## config.mk

```make
export PLATFORM = sky130hd
export DESIGN_NAME = adc_spi_sampler
export DESIGN_NICKNAME = d
export VERILOG_FILES = /design/src/rtl/adc_spi_pkg.sv /design/src/rtl/adc_sclk_div.sv /design/src/rtl/adc_frame_ctrl.sv /design/src/rtl/adc_shift_rx.sv /design/src/rtl/adc_spi_sampler.sv
export SDC_FILE = /design/constraint.sdc
export NUM_CORES = 1
export LEC_CHECK = 0
export ABC_CLOCK_PERIOD_IN_PS = 2700
export BUFFER_PORTS_ARGS = -buffer_cell sky130_fd_sc_hd__buf_2
export CAP_MARGIN = 15
export CORE_AREA = 2 2 77 87
export CTS_CLUSTER_DIAMETER = 120
export CTS_CLUSTER_SIZE = 25
export DETAILED_ROUTE_END_ITERATION = 10
export DIE_AREA = 0 0 79 89
export GPL_ROUTABILITY_DRIVEN = 0
export PLACE_DENSITY = 0.54
export SYNTH_ARGS = -nofsm -noshare
export SYNTH_HDL_FRONTEND = slang
export SYNTH_SLANG_ARGS = --single-unit
```

## constraint.sdc

```tcl
create_clock -name clk_i -period 2.7 [get_ports clk_i]
set_input_delay 0.27 -clock clk_i [delete_from_list [all_inputs] [get_ports clk_i]]
set_output_delay 0.27 -clock clk_i [all_outputs]
set_load 0.005 [all_outputs]
```

## src/rtl/adc_spi_pkg.sv

```systemverilog
package adc_spi_pkg;
  typedef enum logic [1:0] {
    ST_IDLE = 2'd0,
    ST_XFER = 2'd1,
    ST_GAP  = 2'd2
  } frame_state_e;
endpackage

```

## src/rtl/adc_sclk_div.sv

```systemverilog
module adc_sclk_div #(
  parameter int unsigned DIV_W = 4
) (
  input  logic             clk_i,
  input  logic             rst_ni,
  input  logic             run_i,
  input  logic [DIV_W-1:0] div_i,
  output logic             tick_o
);
  logic [DIV_W-1:0] cnt_q;

  assign tick_o = run_i && (cnt_q == div_i);

  always_ff @(posedge clk_i or negedge rst_ni) begin
    if (!rst_ni)                 cnt_q <= '0;
    else if (!run_i || tick_o)   cnt_q <= '0;
    else                         cnt_q <= cnt_q + 1'b1;
  end

  // divider count never passes the latched limit
  assert_cnt_bound_R5: assert property (@(posedge clk_i) disable iff (!rst_ni)
    run_i |-> (cnt_q <= div_i));
endmodule

```

## src/rtl/adc_frame_ctrl.sv

```systemverilog
module adc_frame_ctrl
  import adc_spi_pkg::*;
#(
  parameter int unsigned WORD_W = 16,
  parameter int unsigned PD_W   = 8,
  parameter int unsigned DIV_W  = 4
) (
  input  logic             clk_i,
  input  logic             rst_ni,
  input  logic             enable_i,
  input  logic             pd_req_i,
  input  logic             cpha_i,
  input  logic [DIV_W-1:0] div_i,
  input  logic             tick_i,
  output logic             run_o,
  output logic             cs_no,
  output logic             sclk_o,
  output logic             sample_o,
  output logic             frame_end_o,
  output logic             cpha_o,
  output logic [DIV_W-1:0] div_o
);
  localparam int unsigned PH_MAX = 2 * WORD_W + 3;
  localparam int unsigned PH_W   = $clog2(PH_MAX + 1);

  frame_state_e     state_q;
  logic [PH_W-1:0]  ph_q, ph_nxt, lim, gap_end;
  logic             cs_q, sclk_q, cpha_q, pd_q, pd_pend_q;
  logic [DIV_W-1:0] div_q;
  logic             start_ok, take;

  assign lim      = pd_q ? PH_W'(2 * PD_W) : PH_W'(2 * WORD_W);
  assign gap_end  = lim + PH_W'(3);
  assign ph_nxt   = ph_q + 1'b1;
  assign start_ok = enable_i | pd_pend_q;
  assign take     = start_ok && ((state_q == ST_IDLE) ||
                    (state_q == ST_GAP && tick_i && ph_nxt == gap_end));

  always_ff @(posedge clk_i or negedge rst_ni) begin
    if (!rst_ni) begin
      state_q   <= ST_IDLE;
      cs_q      <= 1'b1;
      sclk_q    <= 1'b1;
      ph_q      <= '0;
      div_q     <= '0;
      cpha_q    <= 1'b0;
      pd_q      <= 1'b0;
      pd_pend_q <= 1'b0;
    end else begin
      if (take)          pd_pend_q <= pd_req_i;
      else if (pd_req_i) pd_pend_q <= 1'b1;
      if (take) begin
        state_q <= ST_XFER;
        cs_q    <= 1'b0;
        sclk_q  <= 1'b1;
        ph_q    <= '0;
        div_q   <= div_i;
        cpha_q  <= cpha_i;
        pd_q    <= pd_pend_q;
      end else begin
        case (state_q)
          ST_XFER: if (tick_i) begin
            ph_q <= ph_nxt;
            if (ph_q < lim) sclk_q <= ~sclk_q;
            else begin
              cs_q    <= 1'b1;
              state_q <= ST_GAP;
            end
          end
          ST_GAP: if (tick_i) begin
            ph_q <= ph_nxt;
            if (ph_nxt == gap_end) state_q <= ST_IDLE;
          end
          default: ;
        endcase
      end
    end
  end

  // latch on the edge the mode selects: falling for 0, rising for 1
  assign sample_o    = (state_q == ST_XFER) && tick_i && (ph_q < lim) && (sclk_q ^ cpha_q);
  assign frame_end_o = (state_q == ST_XFER) && tick_i && (ph_q == lim) && !pd_q;
  assign run_o       = (state_q != ST_IDLE);
  assign cs_no       = cs_q;
  assign sclk_o      = sclk_q;
  assign cpha_o      = cpha_q;
  assign div_o       = div_q;

  assert_sclk_idle_high_R2: assert property (@(posedge clk_i) disable iff (!rst_ni)
    cs_q |-> sclk_q);
  assert_sclk_on_tick_R5: assert property (@(posedge clk_i) disable iff (!rst_ni)
    !$stable(sclk_q) |-> $past(tick_i));
  assert_ph_bound_R7: assert property (@(posedge clk_i) disable iff (!rst_ni)
    ph_q <= PH_W'(PH_MAX));
  assert_cfg_hold_R10: assert property (@(posedge clk_i) disable iff (!rst_ni)
    (state_q == ST_XFER && $past(state_q) == ST_XFER) |-> ($stable(div_q) && $stable(cpha_q)));
  assert_pd_short_R8: assert property (@(posedge clk_i) disable iff (!rst_ni)
    (pd_q && state_q == ST_XFER) |-> (ph_q <= PH_W'(2 * PD_W)));
endmodule

```

## src/rtl/adc_shift_rx.sv

```systemverilog
module adc_shift_rx #(
  parameter int unsigned WORD_W = 16,
  parameter int unsigned RES_W  = 12
) (
  input  logic             clk_i,
  input  logic             rst_ni,
  input  logic             shift_i,
  input  logic             sdi_i,
  input  logic             cpha_i,
  output logic [RES_W-1:0] res_o
);
  localparam int unsigned SH0 = WORD_W - RES_W - 2;
  localparam int unsigned SH1 = SH0 + 1;

  logic [WORD_W-1:0] sr_q;

  always_ff @(posedge clk_i or negedge rst_ni) begin
    if (!rst_ni)      sr_q <= '0;
    else if (shift_i) sr_q <= {sr_q[WORD_W-2:0], sdi_i};
  end

  // rising-edge latching sees the stream one bit earlier
  assign res_o = cpha_i ? RES_W'(sr_q >> SH1) : RES_W'(sr_q >> SH0);
endmodule

```

## src/rtl/adc_spi_sampler.sv

```systemverilog
module adc_spi_sampler #(
  parameter int unsigned WORD_W = 16,
  parameter int unsigned RES_W  = 12,
  parameter int unsigned PD_W   = 8,
  parameter int unsigned DIV_W  = 4
) (
  input  logic             clk_i,
  input  logic             rst_ni,
  input  logic             enable_i,
  input  logic             cpha_i,
  input  logic [DIV_W-1:0] div_i,
  input  logic             pd_req_i,
  input  logic             sdi_i,
  output logic             cs_no,
  output logic             sclk_o,
  output logic [RES_W-1:0] result_o,
  output logic             result_valid_o
);
  logic             tick, run, sample, frame_end, cpha_q;
  logic [DIV_W-1:0] div_q;
  logic [RES_W-1:0] res_w, result_q;
  logic             valid_q;

  adc_frame_ctrl #(.WORD_W(WORD_W), .PD_W(PD_W), .DIV_W(DIV_W)) i_ctrl (
    .clk_i, .rst_ni, .enable_i, .pd_req_i, .cpha_i, .div_i,
    .tick_i(tick), .run_o(run), .cs_no, .sclk_o,
    .sample_o(sample), .frame_end_o(frame_end), .cpha_o(cpha_q), .div_o(div_q)
  );

  adc_sclk_div #(.DIV_W(DIV_W)) i_div (
    .clk_i, .rst_ni, .run_i(run), .div_i(div_q), .tick_o(tick)
  );

  adc_shift_rx #(.WORD_W(WORD_W), .RES_W(RES_W)) i_rx (
    .clk_i, .rst_ni, .shift_i(sample), .sdi_i, .cpha_i(cpha_q), .res_o(res_w)
  );

  always_ff @(posedge clk_i or negedge rst_ni) begin
    if (!rst_ni) begin
      result_q <= '0;
      valid_q  <= 1'b0;
    end else begin
      valid_q <= frame_end;
      if (frame_end) result_q <= res_w;
    end
  end

  assign result_o       = result_q;
  assign result_valid_o = valid_q;

  assert_valid_pulse_R9: assert property (@(posedge clk_i) disable iff (!rst_ni)
    valid_q |=> !valid_q);
  assert_valid_at_cs_rise_R9: assert property (@(posedge clk_i) disable iff (!rst_ni)
    valid_q |-> $rose(cs_no));
  assert_reset_idle_R1: assert property (@(posedge clk_i) disable iff (!rst_ni)
    !run |-> (cs_no && sclk_o));
endmodule

```

==> key figures, run 1 <==
Outcome
  – Status: finished, final reports clean

Yosys
  – Dominant synthesized flop cell: dfrtp_1
  – Top-area cell type share of the netlist area: 49.1%
  – Syn Nets: 232
  – Mapped Avg Cell Area: 11.3 um2
  – Post-Syn Area: 0.00239 mm2
  – Cells after Synth: 212
  – Commonest cells in the netlist: dfrtp_1 (47), nor2_1 (31), mux2_2 (18), a21oi_1 (15), mux2i_1 (13)
  – Register area share after synthesis: 51.3%
  – Post-synthesis cell type count: 37
  – Count leader, synth: dfrtp_1
  – Synth top area cells: dfrtp_1 (49%), mux2_2 (8.5%), mux2i_1 (5.4%)
  – FFs w/ async S/R, synth: 100%
  – Yosys warns: 0
  – Cell taking the most area after synthesis: dfrtp_1
  – EDFF count, synth: 0
  – Yosys reg bits: a little under 50

Timing
  – Worst slew margin: 50.1%
  – Fin Clk Skew: approximately 0.0094 ns
  – Final setup fails: 0
  – Post-route setup slack: 0.293 ns
  – Setup TNS: 0 ns
  – Fin. Hold Viols: 0
  – Fmax: 416 MHz
  – RSZ-0062 raised after global routing: no
  – Slew Limit Fails: 0
  – Final period utilization: 89.1%
  – Tmin final: about 2.4 ns
  – Measured slew at the worst slew-check pin: 0.748 ns

Clock network
  – Worst-path clk slew: 0.10 ns
  – Skew-Pair Late Insertion Delay: 0.30 ns
  – Number of buffers created by CTS: 5
  – TritonCTS Sinks: between 40 and 50
  – CTS Buffer Depth: 2
  – H-tree levels: 2
  – CTS tree: yes
  – Root Driver: clkbuf_8

Final layout
  – Layout net count: 261
  – Layout area overhead: 14.3%
  – Ant diodes: 0
  – Share of layout cells above drive strength 1: 26.4%

Worst hold path
  – Hold WC Path Type: in -> reg

Pwr
  – Psw: 0.813 mW
  – Net Sw Frac: 34.2%
  – Sequential Power Share: 44.4%
  – Logic pwr share: 32.6%
  – P_int: 1.56 mW
  – Clk pwr share: 23.0%
  – LEAKAGE: 1.32 nW
  – Pwr per Cell Area: approximately 870 mW/mm2
  – VDD IR-drop max: 0.340 mV

Route
  – Vias per cell: 4.77
  – 1st-pass router iterations: 4
  – Total wire length: 4.24 mm
  – DRT antenna net count: 0
  – Routed length per placed instance: approximately 13 um
  – Routed via count: ~1500
  – DRC violations left: 0
  – Initial DRC count: 52

Critical path
  – Critical Path AT: 2.59 ns
  – Setup crit end: i_ctrl.div_o[3]$_DFFE_PN0P_
  – Required time of the critical path: ~2.9 ns
  – Reg-to-Reg End: i_ctrl.div_o[3]$_DFFE_PN0P_
  – Critical Path End Type: flip-flop
  – CP Max Fanout: 6
  – WS Path Type: reg -> reg
  – Crit path launch: i_ctrl.ph_q[1]$_DFFE_PN0P_
  – Reg2Reg Depth: 7
  – R2R Path Start: i_ctrl.ph_q[1]$_DFFE_PN0P_
  – Startpoint Class: flip-flop
  – Reg-to-reg slack, setup: 0.29 ns

Global routing
  – Vias in the first global route: ~1600
  – Initial antenna violation count: 0
  – Overall Global Routing Usage: 13.4%
  – Largest net degree at the start of global routing: 26
  – GRT overflow: 0
  – First-pass GRT wire length: 7.36 mm

Die
  – Die width: 79 um
  – Row count: 30
  – Die Y-Extent: 89 um
  – Core ar.: around 0.0061 mm2
  – Die area: approximately 0.0070 mm2
  – # IOs: 25
  – Initial Util: 39.4%

Placed design
  – HPWL Detailed: 2.97 mm
  – PortBufs: 24
  – Pre-CTS setup slack: 0.329 ns

Job
  – Max cap viols: 0
[flip-flops by register name, summed over array words and instances, names as in the netlist, 2 cells and up]
name and count:
result_o 12, i_rx.sr_q 15, i_ctrl.state_q 2, i_div.cnt_q 4, i_ctrl.div_o 4, i_ctrl.ph_q 6
[worst min-delay path by stage]
stage,cells past startpoint,to,start
3_5_place_dp,1,i_ctrl.ph_q[4]$_DFFE_PN0P_,rst_ni
2_1_floorplan,0,i_ctrl.cpha_o$_DFFE_PN0P_,rst_ni
5_1_grt,2,i_ctrl.pd_pend_q$_DFFE_PN0P_,pd_req_i
4_1_cts,2,i_ctrl.pd_pend_q$_DFFE_PN0P_,pd_req_i
3_3_place_gp,1,i_ctrl.ph_q[4]$_DFFE_PN0P_,rst_ni
6_report,2,i_ctrl.pd_pend_q$_DFFE_PN0P_,pd_req_i
[critical path, stage by stage, from the launching register on]
cell and delay, ns:
dfrtp_1 0.45, ha_1 0.26, nand3_1 0.13, xnor2_1 0.16
a211o_1 0.30, a211o_1 0.36, a21oi_4 0.27, mux2_2 0.36
[what timing repair did]
action,4_1_cts,5_1_grt
hold endpoints to repair,22,0
resized for setup,0,0
setup buffers,0,0
hold buffers,1,0
[routing by layer]
metal,track usage [%],wire length (um)
met1,18.0,2150
met2,21.3,1930
met3,3.43,133
met4,4.39,29
met5,0,0
[area by class of cell]
| class | count | area [um2] |
|---|---|---|
| Timing Repair Buffer | 29 | 160 |
| Clock buffer | 5 | 68.8 |
| Clock inverter | 3 | 47.5 |
| Multi-Input combinational cell | 148 | 1100 |
| Tap cell | 80 | 100 |
| Inverter | 8 | 30.0 |
| Sequential cell | 49 | 1230 |
| Fill cell | 591 | 3350 |
[power groups by stage]
stage / registers (mW) / clock network [mW] / logic [mW]
after CTS: 1.06 / 0.572 / 0.788
after global routing: 1.08 / 0.596 / 0.879
after floorplan: 0.997 / 0 / 0.663
after detailed placement: 1.08 / 0 / 0.778
final: 1.06 / 0.547 / 0.773
after global placement: 1.07 / 0 / 0.770
[through the flow]
| stage | instances | hold WS (ns) | instance area, um2 | util [%] | total power, mW |
|---|---|---|---|---|---|
| floorplan | 212 | -0.0256 | 2390 | - | 1.66 |
| CTS | 322 | 0.157 | 2740 | 45.0 | 2.42 |
| detailed placement | 313 | 0.313 | 2610 | 42.9 | 1.85 |
| finish | 322 | 0.172 | 2740 | 45.0 | 2.38 |
| global placement | 313 | 0.304 | 2610 | 42.9 | 1.84 |
| global route | 322 | 0.155 | 2740 | 45.0 | 2.56 |
[layout by cell type (no fill, tap or decap), types with 2 or more instances in the layout]
cell,netlist,final
a211o_1,2,2
inv_6,0,2
xor2_1,9,9
nand2_1,11,11
xnor2_1,5,5
o22ai_1,3,3
mux2_2,18,18
mux2_4,2,2
nand3_1,6,6
dfrtp_1,47,47
inv_1,8,8
a21oi_1,15,15
o21ai_0,3,3
buf_2,1,24
nor2_1,31,31
ha_1,10,10
a211oi_1,2,2
clkbuf_8,0,5
mux2i_1,13,13
dfstp_2,2,2
a22o_1,2,2
buf_4,0,4
[cells by family (layout without fill, tap and decap cells)]
group	Yosys count	after routing	share of synthesized area (%)
XOR/XNOR	14	14	5.12
buffers and inverters	15	45	2.72
multiplexers	33	33	15.2
AND/OR/NAND/NOR	59	59	11.6
flip-flops	49	49	51.3
adder cells (fa/ha/maj)	10	10	5.23
AO/OA/AOI/OAI	32	32	8.89
Note: power is estimated with default switching activity, not from simulation.
==> inputs of run 2 (changes only) <==
--- a/config.mk
+++ b/config.mk
@@ -8,13 +8,14 @@
 export ABC_CLOCK_PERIOD_IN_PS = 2700
 export BUFFER_PORTS_ARGS = -buffer_cell sky130_fd_sc_hd__buf_2
 export CAP_MARGIN = 15
-export CORE_AREA = 2 2 77 87
+export CORE_AREA = 2 2 89 99
 export CTS_CLUSTER_DIAMETER = 120
 export CTS_CLUSTER_SIZE = 25
 export DETAILED_ROUTE_END_ITERATION = 10
-export DIE_AREA = 0 0 79 89
+export DIE_AREA = 0 0 91 101
 export GPL_ROUTABILITY_DRIVEN = 0
-export PLACE_DENSITY = 0.54
+export PLACE_DENSITY = 0.42
+export SLEW_MARGIN = 20
 export SYNTH_ARGS = -nofsm -noshare
 export SYNTH_HDL_FRONTEND = slang
 export SYNTH_SLANG_ARGS = --single-unit
==> run 2 against run 1 <==
  * Sequential power hardly changed
  * Worst setup slack worse by 0.060 ns
  * Clock skew is 0.0057 ns lower
  * Cell count is 9.9% higher
  * Total power is 1.6% lower
  * Global-route usage is 2.9 points lower
  * Combinational power is 2% higher
  * Via count is 4.8% higher
  * Critical endpoint is now i_ctrl.cpha_o$_DFFE_PN0P_
  * First-iteration DRC count is 1.9% higher
==> key figures, run 2 (same netlist as run 1, synthesis figures left out) <==
Outcome
  – Status: finished, final reports clean

Route
  – Initial DRC count: 53
  – Metal3 WL: 153 um
  – DR WL met2: between 2 and 2.5 mm
  – 1st-pass router iterations: 4
  – Routed via count: 1608
  – Met1 wire length: 2.29 mm
  – DRC violations left: 0
  – Vias per cell: 4.54
  – Highest routing layer actually used: met4
  – Total wire length: 4.64 mm
  – Routed length per placed instance: 13.1 um
  – DRT antenna net count: 0

Global routing
  – Vias in the first global route: 1610
  – Largest net degree at the start of global routing: 26
  – GRT overflow: 0
  – Initial antenna violation count: 0
  – First-pass GRT wire length: 7.76 mm
  – Overall Global Routing Usage: 10.5%

Timing
  – Measured slew at the worst slew-check pin: around 0.75 ns
  – Fmax: 405 MHz
  – Setup TNS: 0 ns
  – Fin. Hold Viols: 0
  – Worst slew margin: 50.3%
  – Fin Clk Skew: 0.00375 ns
  – Final period utilization: 91.4%
  – Tmin final: between 2 and 2.5 ns
  – Final setup fails: 0
  – Slew Limit Fails: 0
  – RSZ-0062 raised after global routing: no

Final layout
  – Register area: 0.00123 mm2
  – Max reg flops: 15
  – Ant diodes: 0
  – Layout net count: about 260
  – Final instance area: around 0.0028 mm2
  – Footprint of the multi-input gates: 0.00110 mm2
  – Layout area overhead: 15.7%
  – Biggest register: i_rx.sr_q
  – Share of layout cells above drive strength 1: around a quarter
  – Fillers: 885
  – Commonest non-fill, non-tap cells in the layout: dfrtp_1 (47), nor2_1 (31), buf_2 (24), mux2_2 (18), a21oi_1 (15)
  – Commonest non-fill, non-tap cell in the layout: dfrtp_1

Placed design
  – HPWL Detailed: 3.28 mm
  – PortBufs: 24
  – Post-DP Area: 0.00266 mm2

Critical path
  – Largest delay contributor family on the critical path: compound AO/OA/AOI/OAI gates
  – CP Cell Sequence: nand3_2 > or3_1 > a211o_1 > a211o_1 > a21oi_4 > mux2_2
  – Critical Path AT: approximately 2.7 ns
  – CP Max Fanout: 7
  – Required time of the critical path: between 2 and 3 ns
  – Critical Path End Type: flip-flop
  – WS Path Type: reg -> reg
  – Worst path slowest cell: dfrtp_1
  – Most used cell, CP: a211o_1
  – Startpoint Class: flip-flop
  – CP Buf/Inv Count: 0
  – Worst path max stage delay: 0.46 ns

Die
  – Initial Util: approximately 29%
  – Row count: 35
  – Die width: 91 um
  – Die Y-Extent: 101 um
  – Core ar.: just over 0.008 mm2
  – Die area: 0.00919 mm2
  – # IOs: 25

Worst hold path
  – Hold WC Path Type: in -> reg

Clock network
  – CTS Buffer Depth: 2
  – Root Driver: clkbuf_8
  – Post-CTS setup buffer count: 0
  – Number of buffers created by CTS: 5
  – Skew-Pair Late Insertion Delay: 0.30 ns
  – CTS tree: yes
  – Worst-path clk slew: about 0.09 ns
  – TritonCTS Sinks: 49
  – Post_cts resized: 0
  – H-tree levels: 2

Pwr
  – LEAKAGE: roughly 1.3 nW
  – Pwr per Cell Area: around 840 mW/mm2
  – VDD IR-drop max: 0.241 mV

Job
  – Max cap viols: 0
==> run 2: changes by cell type in the layout (fill, tap and decap cells not counted) <==
cell / change
bufinv_16: -1
clkbuf_8: +2
buf_4: +1
inv_6: -1
==> run 2: worst register-to-register path, cell delays in order, from the launching register on <==
cell and delay (ns):
dfrtp_1 0.46, nand3_2 0.13, or3_1 0.38, a211o_1 0.33, a211o_1 0.37, a21oi_4 0.32, mux2_2 0.37
==> run 2: worst paths after layout <==
check | from | to | slack [ns] | depth (start not counted)
worst min-delay path | pd_req_i | i_ctrl.pd_pend_q$_DFFE_PN0P_ | 0.16 | 2
worst min register to register | i_ctrl.cs_no$_DFFE_PN1P_ | i_ctrl.cs_no$_DFFE_PN1P_ | 0.50 | 2
worst max register to register | i_ctrl.ph_q[2]$_DFFE_PN0P_ | i_ctrl.cpha_o$_DFFE_PN0P_ | 0.23 | 6
worst max-delay path | i_ctrl.ph_q[2]$_DFFE_PN0P_ | i_ctrl.cpha_o$_DFFE_PN0P_ | 0.23 | 6
min in group asynchronous | rst_ni | i_ctrl.state_q[1]$_DFFE_PN0P_ | 0.40 | 2
max in group asynchronous | rst_ni | i_rx.sr_q[13]$_DFFE_PN0P_ | 1.69 | 3
==> run 2: power by group <==
part	leakage, nW	switching [mW]	internal (mW)
Clock	0.0549	0.255	0.237
Combinational	0.614	0.393	0.397
Sequential	0.647	0.171	0.884
==> run 2: timing repair <==
item / CTS / global route
setup endpoints to repair: 0 / 0
hold buffers: 1 / 0
endpoints found under the hold margin: 11 / 0
==> run 2: stage by stage <==
stage	setup slack [ns]	total power, mW	util [%]	hold WS [ns]	instances
6_report	0.233	2.34	33.6	0.158	354
5_1_grt	0.113	2.52	33.6	0.146	354
4_1_cts	0.230	2.38	33.6	0.150	354
3_5_place_dp	0.261	1.87	32.2	0.196	345
3_3_place_gp	0.299	1.87	32.2	0.184	345
2_1_floorplan	0.392	1.66	-	-0.0256	212
==> run 2: area by class of cell <==
class	count	share of cell area, %
Tap cell	111	5.01
Inverter	8	1.08
Timing Repair Buffer	30	6.05
Clock buffer	7	3.48
Sequential cell	49	44.4
Multi-Input combinational cell	148	39.7
Clock inverter	1	0.316
==> run 2: metal layers <==
metal	global-route usage, %	up-vias
li1	-	794
met1	13.6	782
met2	17.7	26
met3	2.62	6
met4	2.80	0
met5	0	-
